===== src/rtl/mcpwm_pkg.sv =====
package mcpwm_pkg;
    typedef enum logic [1:0] {TB_IDLE, TB_UP, TB_DOWN} tb_state_e;

    localparam int CB_RUN    = 0;
    localparam int CB_CENTER = 1;
    localparam int CB_FEN    = 2;
    localparam int CB_LOCK   = 3;
    localparam int CB_DIV_LO = 4;
    localparam int CB_LOAD   = 8;
    localparam int CB_ICLR   = 9;

    localparam int A_CTRL  = 0;
    localparam int A_POL   = 1;
    localparam int A_PER   = 2;
    localparam int A_DUTY0 = 3;
endpackage


===== src/rtl/mcpwm_regs.sv =====
module mcpwm_regs
    import mcpwm_pkg::*;
#(
    parameter int NCH = 3,
    parameter int CW  = 16,
    parameter int DW  = 4,
    parameter int AW  = 3
) (
    input  logic                    clk,
    input  logic                    rst_n,
    input  logic                    wr_en,
    input  logic [AW-1:0]           wr_addr,
    input  logic [CW-1:0]           wr_data,
    output logic                    run,
    output logic                    center,
    output logic                    fault_en,
    output logic                    lock,
    output logic [DW-1:0]           div,
    output logic [NCH-1:0]          pol,
    output logic [CW-1:0]           per_buf,
    output logic [NCH-1:0][CW-1:0]  duty_buf,
    output logic                    load_set,
    output logic                    irq_clr
);
    logic ctrl_wr;

    always_comb begin
        ctrl_wr  = wr_en && (wr_addr == AW'(A_CTRL));
        load_set = ctrl_wr && wr_data[CB_LOAD];
        irq_clr  = ctrl_wr && wr_data[CB_ICLR];
    end

    always_ff @(posedge clk or negedge rst_n) begin
        if (!rst_n) begin
            run      <= 1'b0;
            center   <= 1'b0;
            fault_en <= 1'b0;
            lock     <= 1'b0;
            div      <= '0;
            pol      <= '0;
            per_buf  <= '0;
            duty_buf <= '0;
        end else begin
            if (ctrl_wr) begin
                run  <= wr_data[CB_RUN];
                div  <= wr_data[CB_DIV_LO +: DW];
                lock <= lock | wr_data[CB_LOCK];
                if (!lock) begin
                    center   <= wr_data[CB_CENTER];
                    fault_en <= wr_data[CB_FEN];
                end
            end
            if (wr_en && wr_addr == AW'(A_POL) && !lock)
                pol <= wr_data[NCH-1:0];
            if (wr_en && wr_addr == AW'(A_PER))
                per_buf <= wr_data;
            for (int i = 0; i < NCH; i++)
                if (wr_en && wr_addr == AW'(A_DUTY0 + i))
                    duty_buf[i] <= wr_data;
        end
    end


    lock_sticky_chk: assert property (@(posedge clk) disable iff (!rst_n)
        lock |=> lock);


    lock_freeze_chk: assert property (@(posedge clk) disable iff (!rst_n)
        lock |=> ($stable(center) && $stable(fault_en) && $stable(pol)));
endmodule


===== src/rtl/mcpwm_timebase.sv =====
module mcpwm_timebase
    import mcpwm_pkg::*;
#(
    parameter int CW = 16
) (
    input  logic          clk,
    input  logic          rst_n,
    input  logic          run,
    input  logic          center,
    input  logic [CW-1:0] per_act,
    output logic [CW-1:0] cnt,
    output logic          idle,
    output logic          valley,
    output logic          peak
);
    tb_state_e     state, nxt;
    logic [CW-1:0] cnt_nxt;
    logic [CW-1:0] cnt_inc;

    always_ff @(posedge clk or negedge rst_n) begin
        if (!rst_n) begin
            state <= TB_IDLE;
            cnt   <= '0;
        end else begin
            state <= nxt;
            cnt   <= cnt_nxt;
        end
    end

    always_comb begin
        nxt     = state;
        cnt_inc = cnt + 1'b1;
        cnt_nxt = cnt;
        unique case (state)
            TB_IDLE: begin
                cnt_nxt = '0;
                if (run) nxt = TB_UP;
            end
            TB_UP: begin
                if (!run) begin
                    nxt     = TB_IDLE;
                    cnt_nxt = '0;
                end else if (center) begin
                    if (cnt >= per_act && cnt != '0) begin
                        nxt     = TB_DOWN;
                        cnt_nxt = cnt - 1'b1;
                    end else begin
                        cnt_nxt = cnt_inc;
                    end
                end else begin
                    cnt_nxt = (cnt_inc >= per_act) ? '0 : cnt_inc;
                end
            end
            TB_DOWN: begin
                if (!run) begin
                    nxt     = TB_IDLE;
                    cnt_nxt = '0;
                end else if (cnt <= CW'(1)) begin
                    nxt     = TB_UP;
                    cnt_nxt = '0;
                end else begin
                    cnt_nxt = cnt - 1'b1;
                end
            end
            default: begin
                nxt     = TB_IDLE;
                cnt_nxt = '0;
            end
        endcase
    end

    always_comb begin
        idle   = (state == TB_IDLE);
        valley = (state == TB_UP) && (cnt == '0);
        peak   = center && (state == TB_UP) && (cnt != '0) && (cnt >= per_act);
    end
endmodule


===== src/rtl/mcpwm_reload.sv =====
module mcpwm_reload #(
    parameter int NCH = 3,
    parameter int CW  = 16,
    parameter int DW  = 4
) (
    input  logic                    clk,
    input  logic                    rst_n,
    input  logic                    idle,
    input  logic                    valley,
    input  logic                    peak,
    input  logic                    center,
    input  logic [DW-1:0]           div,
    input  logic                    load_set,
    input  logic                    irq_clr,
    input  logic [CW-1:0]           per_buf,
    input  logic [NCH-1:0][CW-1:0]  duty_buf,
    output logic [CW-1:0]           per_act,
    output logic [NCH-1:0][CW-1:0]  duty_act,
    output logic                    reload_irq,
    output logic                    reload_sync
);
    logic [DW-1:0] rcnt;
    logic          fire;
    logic          load_ok;

    always_comb begin
        if (center && div == '0) fire = valley || peak;
        else                     fire = valley && (rcnt >= div);
    end

    always_ff @(posedge clk or negedge rst_n) begin
        if (!rst_n) begin
            rcnt        <= '0;
            load_ok     <= 1'b0;
            reload_irq  <= 1'b0;
            reload_sync <= 1'b0;
            per_act     <= '0;
            duty_act    <= '0;
        end else begin
            if (idle)        rcnt <= div;
            else if (valley) rcnt <= (rcnt >= div) ? '0 : rcnt + 1'b1;
            reload_sync <= fire;
            if (fire)         reload_irq <= 1'b1;
            else if (irq_clr) reload_irq <= 1'b0;
            if (fire && load_ok) begin
                per_act  <= per_buf;
                duty_act <= duty_buf;
            end
            if (load_set)  load_ok <= 1'b1;
            else if (fire) load_ok <= 1'b0;
        end
    end


    load_ok_clear_chk: assert property (@(posedge clk) disable iff (!rst_n)
        (fire && load_ok && !load_set) |=> !load_ok);


    irq_hold_chk: assert property (@(posedge clk) disable iff (!rst_n)
        (reload_irq && !irq_clr) |=> reload_irq);
endmodule


===== src/rtl/mcpwm_channel.sv =====
module mcpwm_channel #(
    parameter int CW = 16
) (
    input  logic          clk,
    input  logic          rst_n,
    input  logic          running,
    input  logic [CW-1:0] cnt,
    input  logic [CW-1:0] duty,
    input  logic          pol,
    input  logic          fault,
    input  logic          ilim,
    input  logic          valley,
    output logic          pwm
);
    logic lim_q;
    logic drive;

    always_comb
        drive = running && (cnt < duty) && !fault && !ilim && !(lim_q && !valley);

    always_ff @(posedge clk or negedge rst_n) begin
        if (!rst_n) begin
            lim_q <= 1'b0;
            pwm   <= 1'b0;
        end else begin
            lim_q <= valley ? ilim : (lim_q | ilim);
            pwm   <= drive ^ pol;
        end
    end


    fault_off_chk: assert property (@(posedge clk) disable iff (!rst_n)
        fault |=> (pwm == $past(pol)));


    limit_off_chk: assert property (@(posedge clk) disable iff (!rst_n)
        (lim_q && !valley) |=> (pwm == $past(pol)));
endmodule


===== src/rtl/mcpwm_top.sv =====
module mcpwm_top #(
    parameter int NCH = 3,
    parameter int CW  = 16,
    parameter int DW  = 4,
    localparam int AW = $clog2(NCH + 3)
) (
    input  logic           clk,
    input  logic           rst_n,
    input  logic           wr_en,
    input  logic [AW-1:0]  wr_addr,
    input  logic [CW-1:0]  wr_data,
    input  logic           fault_in,
    input  logic [NCH-1:0] ilim_in,
    output logic [NCH-1:0] pwm_out,
    output logic           reload_irq,
    output logic           reload_sync
);
    logic                   run, center, fault_en, lock;
    logic [DW-1:0]          div;
    logic [NCH-1:0]         pol;
    logic [CW-1:0]          per_buf, per_act, cnt;
    logic [NCH-1:0][CW-1:0] duty_buf, duty_act;
    logic                   load_set, irq_clr;
    logic                   idle, valley, peak, fault;

    assign fault = fault_en && fault_in;

    mcpwm_regs #(.NCH(NCH), .CW(CW), .DW(DW), .AW(AW)) u_regs (
        .clk(clk), .rst_n(rst_n), .wr_en(wr_en), .wr_addr(wr_addr), .wr_data(wr_data),
        .run(run), .center(center), .fault_en(fault_en), .lock(lock), .div(div),
        .pol(pol), .per_buf(per_buf), .duty_buf(duty_buf),
        .load_set(load_set), .irq_clr(irq_clr)
    );

    mcpwm_timebase #(.CW(CW)) u_tb (
        .clk(clk), .rst_n(rst_n), .run(run), .center(center), .per_act(per_act),
        .cnt(cnt), .idle(idle), .valley(valley), .peak(peak)
    );

    mcpwm_reload #(.NCH(NCH), .CW(CW), .DW(DW)) u_rl (
        .clk(clk), .rst_n(rst_n), .idle(idle), .valley(valley), .peak(peak),
        .center(center), .div(div), .load_set(load_set), .irq_clr(irq_clr),
        .per_buf(per_buf), .duty_buf(duty_buf), .per_act(per_act), .duty_act(duty_act),
        .reload_irq(reload_irq), .reload_sync(reload_sync)
    );

    for (genvar g = 0; g < NCH; g++) begin : g_ch
        mcpwm_channel #(.CW(CW)) u_ch (
            .clk(clk), .rst_n(rst_n), .running(!idle), .cnt(cnt), .duty(duty_act[g]),
            .pol(pol[g]), .fault(fault), .ilim(ilim_in[g]), .valley(valley),
            .pwm(pwm_out[g])
        );
    end
endmodule


===== config.mk =====
export PLATFORM = sky130hd
export DESIGN_NAME = mcpwm_top
export DESIGN_NICKNAME = d
export VERILOG_FILES = /design/src/rtl/mcpwm_pkg.sv /design/src/rtl/mcpwm_regs.sv /design/src/rtl/mcpwm_timebase.sv /design/src/rtl/mcpwm_reload.sv /design/src/rtl/mcpwm_channel.sv /design/src/rtl/mcpwm_top.sv
export SDC_FILE = /design/constraint.sdc
export NUM_CORES = 1
export LEC_CHECK = 0
export BUFFER_PORTS_ARGS = -buffer_cell sky130_fd_sc_hd__buf_4
export CAP_MARGIN = 25
export CORE_MARGIN = 2
export CORE_UTILIZATION = 37
export CTS_CLUSTER_DIAMETER = 50
export DETAILED_ROUTE_END_ITERATION = 6
export PLACE_DENSITY = 0.57
export SLEW_MARGIN = 30
export SYNTH_ARGS = -nofsm -noshare
export SYNTH_HDL_FRONTEND = slang
export SYNTH_HIERARCHICAL = 1
export SYNTH_SLANG_ARGS = --single-unit

===== constraint.sdc =====
create_clock -name clk -period 8.5 [get_ports clk]
set_clock_uncertainty 0.1 [all_clocks]
set_input_delay 0.85 -clock clk [delete_from_list [all_inputs] [get_ports clk]]
set_output_delay 0.85 -clock clk [all_outputs]
set_load 0.05 [all_outputs]

==> metrics.md <==
| Metric | Value |
|---|---|
| Die Span Y | 164.2 µm |
| CP cell instances | nand3_1 -> nor3_1 -> nand4_1 -> nor3_1 -> xor2_1 -> ha_1 -> nand4_1 -> nor3_1 -> or4b_2 -> a31oi_2 -> nor2_2 -> o32ai_1 -> a211oi_1 |
| Net Sw Frac | 36.29% |
| Flop-to-flop setup slack | 3560 ps |
| XOR/XNOR share of the synthesized area | 2.122% |
| Final critical-path required period | 4941 ps |
| Dominant cell type by area after synthesis | dfrtp_1 |
| Highest fanout seen on the critical path | 14 |
| RSZ-0062 raised after global routing | no |
| Max frequency | 202.4 MHz |
| First-pass GRT wire length | 35.54 mm |
| Clk pwr share | 27.2% |
| Reg power frac | 39.5% |
| PostCTS Resize Cnt | 0 |
| Layout cells sized above 1 | 25.17% |
| Post-synthesis adder-cell area fraction | 11.73% |
| Reg2reg path depth | 13 |
| DR WL met3 | 538 µm |
| Max Used Layer | met4 |
| Syn_area_per_cell | 11.49 µm² |
| CTS Buffer Depth | 2 |
| Largest net degree at the start of global routing | 105 |
| Hold_ws | 381.7 ps |
| Io pins | 31 |
| Post-Synth Simple-Gate Area | 9.504% |
| Most used cell, CP | nor3_1 |
| Most frequent cells in the layout | 170 x dfrtp_1, 119 x mux2_2, 90 x inv_1 |
| Critical Path RT | 8690 ps |
| Setup_tns | 0 ps |
| Syn Inst Count | 826 |
| Async set-or-reset flop fraction in the synthesized netlist | 100.0% |
| Hold path cells | 1 |
| # H-tree levels | 4 |
| CP Class | flip-flop to flip-flop |
| Worst path bufs/invs | 0 |
| Syn Nets | 941 |
| Std-Cell Rows | 58 |
| Post-CTS setup buffers | 0 |
| Routability cong. | 0.8774 |
| P&R area growth vs syn | 11.89% |
| CORE AREA | 25180 µm² |
| # hold bufs at CTS | 0 |
| Final Routed Wirelength | 22.11 mm |
| Total CTS buffers | 17 |
| Critical path's top delay family | simple AND/OR/NAND/NOR gates |
| Starting density of the core | 37.69% |
| Nets | 972 |
| Max-cap violations | 0 |
| IO Port Bufs | 30 |
| Mux share of post-synthesis cell area | 17.12% |
| CTS tree | done |
| Number of flops mapped to enable cells by yosys | 0 |
| CP max stage delay | 690 ps |
| DRT met1 WL | 10.64 mm |
| Critical R2R Launch | u_tb/cnt[2] |
| Synth Flop Type | dfrtp_1 |
| Synth unique cells | 68 |
| Number of DRC markers in iteration 0 | 274 |
| Initial antenna violation count | 0 |
| Antenna cells | 0 |
| Finish-stage setup viols | 0 |
| Crit path DAT | 5130 ps |
| Status | completed |
| Worst Hold Endpoint | u_rl/duty_act[8] |
| First drt pass iteration count | 7 |
| Min-delay worst type | flip-flop to flip-flop |
| Final hold vios | 0 |
| Slew Limit Fails | 0 |
| Mapped Area | 9492 µm² |
| Seq/Total Area, Yosys | 44.82% |
| Largest family of logic cells by synthesized area | multiplexers |
| Crit share post-route | 58.13% |
| DR DRC count | 0 |
| PD cells | 286.2 nW/µm² |
| Clk slew on worst S/H paths | 70 ps |
| Worst-Skew Late Latency | 440 ps |
| Routed WL per cell | 18.42 µm |
| Logic pwr share | 33.3% |
| Die area | 26950 µm² |
| Max VDD drop | 0.0001769 V |
| Most common cell after layout, fill and taps aside | dfrtp_1 |
| Synth area leaders | dfrtp_1 45%, mux2_2 14%, ha_1 12% |
| Routed length on met2 | 10.45 mm |
| Dpl hpwl | 15.66 mm |
| Tot GR Track Use | 17.58% |
| Routed via count | 6210 |
| Root Buffer | clkbuf_16 |
| Clock sinks | 170 |
| Internal power | 1.936 mW |
| Net Switching | 1.103 mW |
| Leakage | 4.987 nW |
| Detail Route Antenna Nets | 0 |
| Slew headroom | 38.15% |
| CP Capture Type | flip-flop |
| Worst R2R End | u_tb/cnt[11] |
| Total grt overflow | 0 |
| Critical Path Slowest Stage Cell | dfrtp_1 |
| Worst Setup Start Kind | flip-flop |
| FF+latch count, synth | 170 |
| Actual slew at the worst max-slew pin | 927.7 ps |
| Yosys warns | 6 |
| Vias/cell | 5.175 |
| Die W | 164.2 µm |
| Vias in the first global route | 6237 |
| Hold path startpoint | u_regs/duty_buf[8] |
| Synth Area in Compound Gates | 9.030% |
| Post-synth top area share | 44.82% |
==> state kept, by name (all words and copies together), names as in the netlist, 2 cells and up <==
name,cells
g_ch.u_ch/lim_q,3
g_ch.u_ch/pwm,3
u_regs/div,4
u_regs/duty_buf,48
u_regs/per_buf,16
u_regs/pol,3
u_rl/duty_act,48
u_rl/per_act,16
u_rl/rcnt,4
u_tb/cnt,16
u_tb/state,2
==> per-layer routing <==
| metal | vias to the layer above | global-route usage [%] |
|---|---|---|
| met5 | - | 0 |
| met4 | 0 | 6.061 |
| met3 | 24 | 2.576 |
| met2 | 85 | 28.36 |
| met1 | 3084 | 24.14 |
| li1 | 3017 | - |
==> worst max path at each step <==
stage / slack (ps) / cells past startpoint / end / startpoint
after floorplan: 4580 / 14 / u_tb/cnt[11] / u_tb/cnt[1]
after global placement: 3690 / 14 / u_tb/cnt[11] / u_tb/cnt[1]
after detailed placement: 3550 / 14 / u_tb/cnt[11] / u_tb/cnt[1]
after CTS: 3500 / 14 / u_tb/cnt[11] / u_tb/cnt[1]
after global routing: 3230 / 13 / u_tb/cnt[11] / u_tb/cnt[2]
final: 3560 / 13 / u_tb/cnt[11] / u_tb/cnt[2]
==> synth_stat cells, types with 5 or more instances <==
cell type,count
and2_1,8
a21o_1,6
buf_2,7
mux2_1,8
o21ai_0,33
a211oi_1,6
xnor2_1,15
xor2_1,8
inv_1,90
nor2_1,30
a2111oi_0,5
nand2_1,41
mux2_2,119
nand3_1,14
ha_1,89
a21oi_1,38
dfrtp_1,170
nor3_1,13
nand4_1,12
nor3b_1,5
buf_6,12
or4_1,5
nor4_1,6
mux2_4,11
==> per-stage QoR <==
step	utilization [%]	total power, mW	instances	area, µm²	setup WS (ps)
final	42.17	3.040	1200	10620	3559
after global routing	42.17	3.248	1200	10620	3231
after CTS	42.13	3.071	1200	10610	3505
after detailed placement	39.60	2.226	1168	9971	3551
after global placement	39.60	2.212	1168	9971	3689
after floorplan	-	1.920	826	9492	4582
==> area by class of cell <==
class	instances	area, µm²
fillers	2373	14560
flip-flops and latches	170	4254
well taps	330	412.9
clock buffers	17	425.4
multi-input cells	543	4705
clock inverters	15	212.7
repair buffers	35	272.8
inverters	90	337.8
==> cells by family (layout without fill, tap and decap cells) <==
family	after synthesis	in the layout
buf+inv	113	157
simple gates	163	163
compound gates	127	127
mux	141	141
xor+xnor	23	23
fa+ha+maj	89	89
flops	170	170
==> power by group through the flow <==
stage | Clock [mW] | Sequential (mW) | Combinational, mW
2_1_floorplan | 0 | 1.20 | 0.720
3_3_place_gp | 0 | 1.21 | 1.00
3_5_place_dp | 0 | 1.22 | 1.01
4_1_cts | 0.852 | 1.20 | 1.02
5_1_grt | 0.880 | 1.24 | 1.13
6_report | 0.828 | 1.20 | 1.01
No activity file was read; power rests on OpenSTA's default activity.
